**config.mk**
```make
export PLATFORM = sky130hd
export DESIGN_NAME = hiccup_fault_timer
export DESIGN_NICKNAME = d
export VERILOG_FILES = /design/src/rtl/hiccup_pkg.sv /design/src/rtl/hiccup_accum.sv /design/src/rtl/hiccup_ctrl.sv /design/src/rtl/hiccup_outmap.sv /design/src/rtl/hiccup_fault_timer.sv
export SDC_FILE = /design/constraint.sdc
export NUM_CORES = 1
export LEC_CHECK = 0
export ABC_CLOCK_PERIOD_IN_PS = 2850
export BUFFER_PORTS_ARGS = -buffer_cell sky130_fd_sc_hd__clkbuf_2
export CELL_PAD_IN_SITES_DETAIL_PLACEMENT = 1
export CELL_PAD_IN_SITES_GLOBAL_PLACEMENT = 1
export CORE_UTILIZATION = 44
export CTS_BUF_LIST = sky130_fd_sc_hd__clkbuf_8
export CTS_CLUSTER_SIZE = 40
export DETAILED_ROUTE_END_ITERATION = 10
export PLACE_DENSITY = 0.84
export RECOVER_POWER = 25
export SYNTH_ARGS = -nofsm -noshare
export SYNTH_HDL_FRONTEND = slang
export SYNTH_SLANG_ARGS = --single-unit
```
**constraint.sdc**
```tcl
create_clock -name clk -period 2.85 [get_ports clk]
set_input_delay 0.57 -clock clk [delete_from_list [all_inputs] [get_ports clk]]
set_output_delay 0.57 -clock clk [all_outputs]
set_load 0.02 [all_outputs]
```
**src/rtl/hiccup_pkg.sv**
```systemverilog
// Package: shared types for the hiccup fault timer.
// Assumes: nothing beyond IEEE 1800-2017 enums.
package hiccup_pkg;

    // Controller state of the timer
    typedef enum logic [1:0] {
        FS_NORMAL = 2'd0,
        FS_LIMIT  = 2'd1,
        FS_WAIT   = 2'd2,
        FS_FAULT  = 2'd3
    } hic_state_e;

    // Command from the state machine to the accumulator
    typedef enum logic [2:0] {
        AC_HOLD   = 3'd0,
        AC_CLEAR  = 3'd1,
        AC_CHARGE = 3'd2,
        AC_DECAY  = 3'd3,
        AC_DRAIN  = 3'd4,
        AC_TOP    = 3'd5
    } acc_cmd_e;

    // Externally visible status code
    localparam logic [1:0] ST_NORMAL = 2'b00;
    localparam logic [1:0] ST_LIMIT  = 2'b01;
    localparam logic [1:0] ST_OFF    = 2'b10;

endpackage

```
**src/rtl/hiccup_accum.sv**
```systemverilog
// Module: hiccup_accum
// Digital stand-in for the timing capacitor. It charges by UP_STEP, decays by
// DECAY_STEP (or holds), drains by DRAIN_STEP and loads the top level on command.
// It reports, from the present value, whether the next charge trips, whether the
// next decay empties and whether the next drain ends the restart wait.
// Assumes: TRIP_LEVEL fits in ACC_W bits and RESTART_LEVEL + DRAIN_STEP < TRIP_LEVEL.
module hiccup_accum
    import hiccup_pkg::*;
#(
    parameter int ACC_W         = 12,
    parameter int UP_STEP       = 200,
    parameter int DRAIN_STEP    = 2,
    parameter int DECAY_STEP    = 200,
    parameter bit DECAY_EN      = 1'b1,
    parameter int TRIP_LEVEL    = 2400,
    parameter int RESTART_LEVEL = 300
) (
    input  logic     clk,
    input  logic     rst_n,
    input  acc_cmd_e cmd,
    output logic     will_trip,
    output logic     will_empty,
    output logic     will_restart
);

    localparam int SUM_W = ACC_W + 1;
    localparam logic [SUM_W-1:0] UP_V    = SUM_W'(UP_STEP);
    localparam logic [SUM_W-1:0] DRAIN_V = SUM_W'(DRAIN_STEP);
    localparam logic [SUM_W-1:0] DECAY_V = SUM_W'(DECAY_STEP);
    localparam logic [SUM_W-1:0] TRIP_V  = SUM_W'(TRIP_LEVEL);
    localparam logic [SUM_W-1:0] LOW_V   = SUM_W'(RESTART_LEVEL);
    localparam logic [SUM_W-1:0] EXIT_V  = LOW_V + DRAIN_V;

    logic [ACC_W-1:0] acc_q;
    logic [SUM_W-1:0] acc_ext;
    logic [ACC_W-1:0] acc_decayed;

    assign acc_ext = {1'b0, acc_q};

    // Trip and restart look-ahead from the present value
    always_comb begin
        will_trip    = (acc_ext + UP_V) >= TRIP_V;
        will_restart = acc_ext <= EXIT_V;
    end

    // Idle-cycle behaviour chosen by parameter: decay toward zero or hold
    generate
        if (DECAY_EN) begin : g_decay
            always_comb begin
                will_empty  = acc_ext <= DECAY_V;
                acc_decayed = will_empty ? '0 : (acc_q - DECAY_V[ACC_W-1:0]);
            end
        end else begin : g_hold
            always_comb begin
                will_empty  = (acc_q == '0);
                acc_decayed = acc_q;
            end
        end
    endgenerate

    // Accumulator register updated by the command
    always_ff @(posedge clk) begin
        if (!rst_n) begin
            acc_q <= '0;
        end else begin
            case (cmd)
                AC_CLEAR:  acc_q <= '0;
                AC_CHARGE: acc_q <= acc_q + UP_V[ACC_W-1:0];
                AC_DECAY:  acc_q <= acc_decayed;
                AC_DRAIN:  acc_q <= acc_q - DRAIN_V[ACC_W-1:0];
                AC_TOP:    acc_q <= TRIP_V[ACC_W-1:0];
                default:   acc_q <= acc_q;
            endcase
        end
    end

endmodule

```
**src/rtl/hiccup_ctrl.sv**
```systemverilog
// Module: hiccup_ctrl
// State machine of the timer. It walks through normal, limiting, restart wait
// and external fault, and it issues one accumulator command per clock.
// Assumes: the look-ahead flags describe the accumulator value of this cycle.
module hiccup_ctrl
    import hiccup_pkg::*;
(
    input  logic       clk,
    input  logic       rst_n,
    input  logic       ilim_hit,
    input  logic       fault_in,
    input  logic       will_trip,
    input  logic       will_empty,
    input  logic       will_restart,
    output acc_cmd_e   cmd,
    output hic_state_e state
);

    hic_state_e state_q;
    hic_state_e state_d;

    assign state = state_q;

    // Next state and accumulator command
    always_comb begin
        state_d = state_q;
        cmd     = AC_HOLD;
        case (state_q)
            FS_NORMAL, FS_LIMIT: begin
                if (fault_in) begin
                    state_d = FS_FAULT;
                    cmd     = AC_TOP;
                end else if (ilim_hit) begin
                    if (will_trip) begin
                        state_d = FS_WAIT;
                        cmd     = AC_TOP;
                    end else begin
                        state_d = FS_LIMIT;
                        cmd     = AC_CHARGE;
                    end
                end else begin
                    cmd     = AC_DECAY;
                    state_d = will_empty ? FS_NORMAL : FS_LIMIT;
                end
            end
            FS_WAIT: begin
                if (fault_in) begin
                    state_d = FS_FAULT;
                    cmd     = AC_TOP;
                end else if (will_restart) begin
                    state_d = FS_NORMAL;
                    cmd     = AC_CLEAR;
                end else begin
                    cmd     = AC_DRAIN;
                end
            end
            default: begin
                cmd = AC_TOP;
                if (!fault_in) begin
                    state_d = FS_WAIT;
                end
            end
        endcase
    end

    // State register
    always_ff @(posedge clk) begin
        if (!rst_n) begin
            state_q <= FS_NORMAL;
        end else begin
            state_q <= state_d;
        end
    end

endmodule

```
**src/rtl/hiccup_outmap.sv**
```systemverilog
// Module: hiccup_outmap
// Maps the timer state and the raw fault flag to the shutdown requests and the
// status code. The fault flag bypasses the state so that shutdown is immediate.
// Assumes: fault_in is synchronous to the clock domain of the state.
module hiccup_outmap
    import hiccup_pkg::*;
(
    input  hic_state_e state,
    input  logic       fault_in,
    output logic       gate_off,
    output logic       ss_discharge,
    output logic [1:0] status
);

    logic held_off;

    // Shutdown requests: state-held off, or a live fault
    always_comb begin
        held_off     = (state == FS_WAIT) || (state == FS_FAULT);
        gate_off     = held_off || fault_in;
        ss_discharge = held_off || fault_in;
    end

    // Status code from the registered state
    always_comb begin
        case (state)
            FS_NORMAL: status = ST_NORMAL;
            FS_LIMIT:  status = ST_LIMIT;
            default:   status = ST_OFF;
        endcase
    end

endmodule

```
**src/rtl/hiccup_fault_timer.sv**
```systemverilog
// Module: hiccup_fault_timer (top)
// Overcurrent hiccup timer. Current-limit hits charge an accumulator fast. At
// the trip level the gate drives are forced off and the accumulator drains
// slowly to the restart level. An external fault shares the same restart wait.
// Assumes: ilim_hit and fault_in are synchronous to clk.
module hiccup_fault_timer
    import hiccup_pkg::*;
#(
    parameter int ACC_W         = 12,
    parameter int UP_STEP       = 200,
    parameter int DRAIN_STEP    = 2,
    parameter int DECAY_STEP    = 200,
    parameter bit DECAY_EN      = 1'b1,
    parameter int TRIP_LEVEL    = 2400,
    parameter int RESTART_LEVEL = 300
) (
    input  logic       clk,
    input  logic       rst_n,
    input  logic       ilim_hit,
    input  logic       fault_in,
    output logic       gate_off,
    output logic       ss_discharge,
    output logic [1:0] status
);

    acc_cmd_e   cmd;
    hic_state_e state;
    logic       will_trip;
    logic       will_empty;
    logic       will_restart;

    hiccup_accum #(
        .ACC_W         (ACC_W),
        .UP_STEP       (UP_STEP),
        .DRAIN_STEP    (DRAIN_STEP),
        .DECAY_STEP    (DECAY_STEP),
        .DECAY_EN      (DECAY_EN),
        .TRIP_LEVEL    (TRIP_LEVEL),
        .RESTART_LEVEL (RESTART_LEVEL)
    ) accum_i (
        .clk          (clk),
        .rst_n        (rst_n),
        .cmd          (cmd),
        .will_trip    (will_trip),
        .will_empty   (will_empty),
        .will_restart (will_restart)
    );

    hiccup_ctrl ctrl_i (
        .clk          (clk),
        .rst_n        (rst_n),
        .ilim_hit     (ilim_hit),
        .fault_in     (fault_in),
        .will_trip    (will_trip),
        .will_empty   (will_empty),
        .will_restart (will_restart),
        .cmd          (cmd),
        .state        (state)
    );

    hiccup_outmap outmap_i (
        .state        (state),
        .fault_in     (fault_in),
        .gate_off     (gate_off),
        .ss_discharge (ss_discharge),
        .status       (status)
    );

endmodule

```
==> results of run 1 <==
[flip-flops by register name, indices dropped and copies added, names as in the netlist]
signal         count
accum_i.acc_q     11
ctrl_i.state       2
[cell families after synthesis]
family                     count (synthesis)
xor gates and xnor gates                   7
muxes                                      1
buffers and inverters                     24
DFF                                       13
AOI/OAI and AO/OA                         56
adders and majority gates                  6
and+or+nand+nor                           74
[power groups by stage]
| stage | clock network (uW) | logic, uW | registers [uW] |
|---|---|---|---|
| after floorplan | 0 | 305 | 225 |
| after global placement | 0 | 300 | 269 |
| after detailed placement | 0 | 312 | 275 |
| after CTS | 172 | 316 | 272 |
| after global routing | 178 | 351 | 281 |
| final | 169 | 317 | 274 |
[stage by stage]
step | power (uW) | utilization
after floorplan | 529.9 | -
after global placement | 569.8 | 0.4603
after detailed placement | 587.7 | 0.4603
after CTS | 760.5 | 0.4752
after global routing | 809.6 | 0.4736
final | 760.5 | 0.4736
[per-layer routing]
layer | up-vias | part of all wire
met5 | - | 0
met4 | 0 | 0.012
met3 | 4 | 0.033
met2 | 25 | 0.49
met1 | 672 | 0.47
li1 | 655 | -
[area by class of cell]
class | instances | area (um^2) | area share
Tap cell | 44 | 55.05 | 0.03839
Sequential cell | 13 | 260.3 | 0.1815
Clock inverter | 1 | 3.754 | 0.002618
Multi-Input combinational cell | 144 | 998.5 | 0.6963
Inverter | 8 | 30.03 | 0.02094
Timing Repair Buffer | 9 | 45.04 | 0.03141
Clock buffer | 3 | 41.29 | 0.02880
[how the worst max path moves through the flow]
| stage | startpoint | to | slack, ns | depth (start not counted) |
|---|---|---|---|---|
| finish | accum_i.acc_q[8]$_SDFFE_PN0P_ | accum_i.acc_q[5]$_SDFFE_PN0P_ | 0.32 | 6 |
| global placement | accum_i.acc_q[8]$_SDFFE_PN0P_ | accum_i.acc_q[5]$_SDFFE_PN0P_ | 0.50 | 6 |
| detailed placement | accum_i.acc_q[8]$_SDFFE_PN0P_ | accum_i.acc_q[5]$_SDFFE_PN0P_ | 0.38 | 6 |
| global route | accum_i.acc_q[8]$_SDFFE_PN0P_ | accum_i.acc_q[5]$_SDFFE_PN0P_ | 0.14 | 6 |
| CTS | accum_i.acc_q[8]$_SDFFE_PN0P_ | accum_i.acc_q[5]$_SDFFE_PN0P_ | 0.36 | 6 |
| floorplan | accum_i.acc_q[3]$_SDFFE_PN0P_ | accum_i.acc_q[5]$_SDFFE_PN0P_ | 0.87 | 7 |
[cells in the final DEF, fill, tap and decap left out, drive strengths merged, types with 2 or more instances in the layout]
| cell type | count |
|---|---|
| nor2 | 17 |
| nand2 | 13 |
| dfxtp | 13 |
| a21oi | 12 |
| nor3 | 12 |
| clkbuf | 10 |
| inv | 9 |
| o21ai | 7 |
| nand2b | 6 |
| ha | 6 |
| xnor2 | 5 |
| a31oi | 5 |
| nor2b | 4 |
| nand3 | 4 |
| o31a | 4 |
| and2 | 3 |
| or3 | 3 |
| a221oi | 3 |
| nor4b | 2 |
| a211o | 2 |
| o21bai | 2 |
| a211oi | 2 |
| a22oi | 2 |
| o22ai | 2 |
| o21a | 2 |
| buf | 2 |
| a311oi | 2 |
| xor2 | 2 |
| nor4 | 2 |
==> impl_metrics.py, run 1 <==
metrics = {
    "status": {
        "outcome": "finished clean",
    },
    "critical_path": {
        "rrSetupSlack_ns": 0.32,
        "path_class": "flip-flop to flip-flop",
        "regToRegStartpoint": "accum_i.acc_q[8]$_SDFFE_PN0P_",
        "critPathCaptureType": "flip-flop",
        "path_cells": "inv_1 > o21ai_1 > and2_1 > o22ai_1 > nor3_1 > o31a_1",
        "rr_worst_depth": 6,
        "worst-path-max-fanout": 14,
        "crit_family": "compound AO/OA/AOI/OAI gates",
        "critPathBufInv": 1,
        "rr_endpoint": "accum_i.acc_q[5]$_SDFFE_PN0P_",
        "cp_slowest_cell": "dfxtp_1",
        "worst_setup_path_start_kind": "flip-flop",
        "arrival_ns": 2.72,
        "crit_required_ns": 3.05,
        "cpPeakStageDelay_ns": 0.69,
    },
    "synthesis": {
        "synthTopCellsByArea": "dfxtp_1 19%, ha_1 5.4%, nor2_1 4.3%, a21oi_1 4.0%, nand2_1 3.5%",
        "synth_top_flop_cell": "dfxtp_1",
        "synth_mux_area_frac": 0.007201,
        "synth-simple-area-share": 0.3105,
        "synth.most_common_cell": "nor2_1",
        "async_reset_ff_frac": 0,
        "syn_nets": 191,
        "synth_compound_area_frac": 0.2970,
        "yosysUniqueCellTypes": 60,
        "synth_top_area_frac": 0.1872,
        "ys_top_cells_by_count": "16 x nor2_1, 13 x dfxtp_1, 13 x nand2_1",
        "yosys.area.top_type": "dfxtp_1",
        "synth_adder_area_share": 0.05401,
        "synthXorXnorAreaFrac": 0.04950,
        "synth_area_um2": 1390,
        "synth_edf_count": 0,
        "synthCells": 181,
        "yosysWarnings": 0,
        "synth-seq-area-share": 0.1872,
        "synth_area_per_cell_um2": 7.680,
        "synth-seq-cells": 13,
        "synth_top_family_by_area": "simple AND/OR/NAND/NOR gates",
    },
    "drt": {
        "firstDrtPassIters": 4,
        "viasPerCell": 6.108,
        "ant_nets": 0,
        "drt_iter0_markers": 92,
        "wl_mm": 3.963,
        "drc": 0,
        "vias": 1356,
        "wire_per_inst_um": 17.85,
    },
    "clocking": {
        "clk_latency_ns": 0.25,
        "clock_sinks": 13,
        "cts_buffer_depth": 2,
        "post_cts_buffers": 0,
        "htree_levels": 1,
        "ctsHoldBuffers": 0,
        "cts_tree": "yes",
        "root_buffer": "clkbuf_8",
        "clk_pin_slew_worst_paths_ns": 0.06,
        "cts_made_buffers": 3,
        "cts_resized": 0,
    },
    "sta": {
        "drv_slew": 0,
        "setup_ws_ns": 0.3218,
        "slew_headroom": 0.6117,
        "finalSetupViolations": 0,
        "timing.fmax_ghz": 0.3955,
        "fin_crit_ns": 2.528,
        "tns_ns": 0,
        "fin_skew_ns": 0.001873,
        "tightest_slew_ns": 0.5816,
        "rsz0062_at_grt": "false",
        "finalHoldViolCount": 0,
        "hold_ws_ns": 0.5647,
        "fin_crit_sh": 0.8871,
    },
    "power": {
        "peakVddDrop_mv": 0.2453,
        "p_int_uw": 434.1,
        "clkPwrFrac": 0.223,
        "pwr-share-comb": 0.416,
        "powerDensity_nw_per_um2": 530.4,
        "switchingPower_uw": 326.4,
        "p_leak_uw": 0.0005170,
        "p_seq_frac": 0.361,
        "p_sw_frac": 0.4292,
    },
    "floorplanning": {
        "die_w_um": 58.21,
        "rows": 20,
        "die_h_um": 58.21,
        "dieArea_um2": 3388,
        "initial_core_util": 0.4591,
        "ios": 8,
        "core_area_um2": 3028,
    },
    "global_route": {
        "grt_max_degree": 16,
        "grtUsageMet3": 0.03348,
        "antenna_found_initial": 0,
        "grt_use_met1": 0.3528,
        "busiest_layer": "met2",
        "grt_pass1_vias": 1388,
        "grt_util_met2": 0.4187,
        "overflow": 0,
        "track_usage": 0.2627,
        "grt_pass1_wl_mm": 6.672,
    },
    "min_path": {
        "min_to": "accum_i.acc_q[1]$_SDFFE_PN0P_",
        "holdPathStages": 1,
        "hold_class": "flip-flop to flip-flop",
        "hold_start": "accum_i.acc_q[1]$_SDFFE_PN0P_",
    },
    "placement": {
        "placed_area_um2": 1394,
        "dp_slack_ns": 0.3793,
        "dpl.cell_count": 218,
        "dp_hpwl_mm": 2.968,
        "gp_congestion": 0.8851,
        "portBuffers": 7,
    },
    "final_layout": {
        "final_area_um2": 1434,
        "syn_to_final_growth_pct": 3.151,
        "fill_cells": 388,
        "drive_gt1_frac": 0.1292,
        "nets": 189,
        "layoutNonFillerInstCount": 222,
        "num_antenna_cells": 0,
    },
    "flow_run": {
        "maxCapViolations": 0,
    },
}
(Power assumes the default switching activity.)
==> run 2, diff against run 1 <==
Settings changed: ABC_CLOCK_PERIOD_IN_PS 2850 to 3300.
Clock period 2.85 ns to 3.3 ns, I/O delays scaled along.
==> run 2 against run 1 <==
- sequential cell count did not move
- critical path depth rose by 1
- non-clock buffer count is 1 lower
- largest cell class unchanged
- total power is 11% lower
- largest power group unchanged
- critical endpoint is now accum_i.acc_q[6]$_SDFFE_PN0P_
- highest routed layer unchanged
- global-route usage increased by 1.5 points
==> impl_metrics.py, run 2 (synthesis gave the netlist of run 1 again) <==
metrics = {
    "global_route": {
        "track_usage": 0.2773,
        "grt_max_degree": 16,
        "grt_pass1_vias": 1417,
        "grt_pass1_wl_mm": 7.038,
        "antenna_found_initial": 0,
        "overflow": 0,
    },
    "sta": {
        "fin_skew_ns": 0.007972,
        "finalHoldViolCount": 0,
        "finalSetupViolations": 0,
        "hold_ws_ns": 0.5722,
        "timing.fmax_ghz": 0.3927,
        "drv_slew": 0,
        "fin_crit_sh": 0.7716,
        "tns_ns": 0,
        "tightest_slew_ns": 0.5874,
        "rsz0062_at_grt": "false",
        "slew_headroom": 0.6079,
        "fin_crit_ns": 2.546,
    },
    "clocking": {
        "post_cts_buffers": 0,
        "cts_resized": 0,
        "cts_buffer_depth": 2,
        "clk_pin_slew_worst_paths_ns": 0.07,
        "ctsHoldBuffers": 0,
        "root_buffer": "clkbuf_8",
        "htree_levels": 1,
        "clk_latency_ns": 0.26,
        "clock_sinks": 13,
        "cts_tree": "yes",
        "cts_made_buffers": 3,
    },
    "critical_path": {
        "path_class": "flip-flop to flip-flop",
        "critPathCaptureType": "flip-flop",
        "arrival_ns": 2.70,
        "crit_family": "compound AO/OA/AOI/OAI gates",
        "worst-path-max-fanout": 11,
        "rr_worst_depth": 7,
        "cp.depth": 7,
        "worst_setup_path_start_kind": "flip-flop",
        "path_cells": "ha_1 > nor4b_1 > nand2b_1 > a21oi_2 > a221oi_1 > a31oi_1 > o31a_1",
        "cpPeakStageDelay_ns": 0.59,
        "crit_required_ns": 3.46,
        "critPathBufInv": 0,
        "cp_slowest_cell": "dfxtp_1",
    },
    "final_layout": {
        "syn_to_final_growth_pct": 2.610,
        "final_common_cell": "nor2_1",
        "mostFrequentLayoutCells": "16 x nor2_1, 13 x nand2_1, 13 x dfxtp_1",
        "layoutNonFillerInstCount": 221,
        "multi_input_area_um2": 998.5,
        "nets": 188,
        "final_area_um2": 1426,
        "fill_cells": 378,
        "seqCellArea_um2": 260.3,
        "utilization": 0.4711,
        "drive_gt1_frac": 0.1243,
        "regMostFlops": "accum_i.acc_q",
        "largest_reg_flops": 11,
        "num_antenna_cells": 0,
    },
    "drt": {
        "firstDrtPassIters": 4,
        "wl_mm": 4.301,
        "viasPerCell": 6.335,
        "vias": 1400,
        "drt_iter0_markers": 68,
        "ant_nets": 0,
        "wire_per_inst_um": 19.46,
        "drc": 0,
    },
    "floorplanning": {
        "die_h_um": 58.21,
        "rows": 20,
        "ios": 8,
        "dieArea_um2": 3388,
        "initial_core_util": 0.4591,
        "die_w_um": 58.21,
        "core_area_um2": 3028,
    },
    "placement": {
        "portBuffers": 7,
        "placed_area_um2": 1386,
        "dp_hpwl_mm": 3.159,
        "gp_congestion": 0.8166,
        "dpl.cell_count": 217,
    },
    "status": {
        "outcome": "finished clean",
    },
    "min_path": {
        "holdPathStages": 1,
        "hold_class": "flip-flop to flip-flop",
    },
    "power": {
        "peakVddDrop_mv": 0.1850,
        "powerDensity_nw_per_um2": 472.9,
        "p_leak_uw": 0.0005127,
    },
    "flow_run": {
        "maxCapViolations": 0,
    },
}
run 2: cell types whose count changed in the layout (fill, tap and decap cells not counted), sizes merged:
cell	previous run	this run
buf	2	1
run 2: stage by stage:
step                total power, uW  setup slack (ns)
floorplan                     457.7             1.268
global placement              492.0            0.9267
detailed placement            515.1            0.8493
CTS                           670.8            0.7907
global route                  716.2            0.5528
finish                        674.5            0.7536
run 2: area by class of cell:
cell class,instances,area share
Multi-Input combinational cell,144,0.7000
Clock buffer,3,0.02895
Tap cell,44,0.03860
Sequential cell,13,0.1825
Clock inverter,1,0.002632
Timing Repair Buffer,8,0.02632
Inverter,8,0.02105
run 2: path summary, 6_finish.rpt:
kind,from,to,slack [ns]
hold / removal,accum_i.acc_q[1]$_SDFFE_PN0P_,accum_i.acc_q[1]$_SDFFE_PN0P_,0.57
hold reg to reg,accum_i.acc_q[1]$_SDFFE_PN0P_,accum_i.acc_q[1]$_SDFFE_PN0P_,0.57
setup reg to reg,accum_i.acc_q[3]$_SDFFE_PN0P_,accum_i.acc_q[6]$_SDFFE_PN0P_,0.75
setup / recovery,accum_i.acc_q[3]$_SDFFE_PN0P_,accum_i.acc_q[6]$_SDFFE_PN0P_,0.75
run 2: where the power goes:
group	total [uW]	internal (uW)	switching, uW
Combinational	279	117	162
Sequential	239	176	63.0
Clock	157	82.8	74.5
Total	674	375	299
run 2: worst reg2reg max path, cell delays in order, from the launching register on:
cell and delay [ns]:
dfxtp_1 0.59, ha_1 0.22, nor4b_1 0.42, nand2b_1 0.28, a21oi_2 0.18, a221oi_1 0.34
a31oi_1 0.10, o31a_1 0.31
run 2: metal layers:
metal  GRT usage  up-vias  wire [um]
met3     0.02232        9        187
li1            -      653          -
met4      0.1190        0         82
met2      0.4401       28       2071
met1      0.3843      710       1960
met5           0        -          0
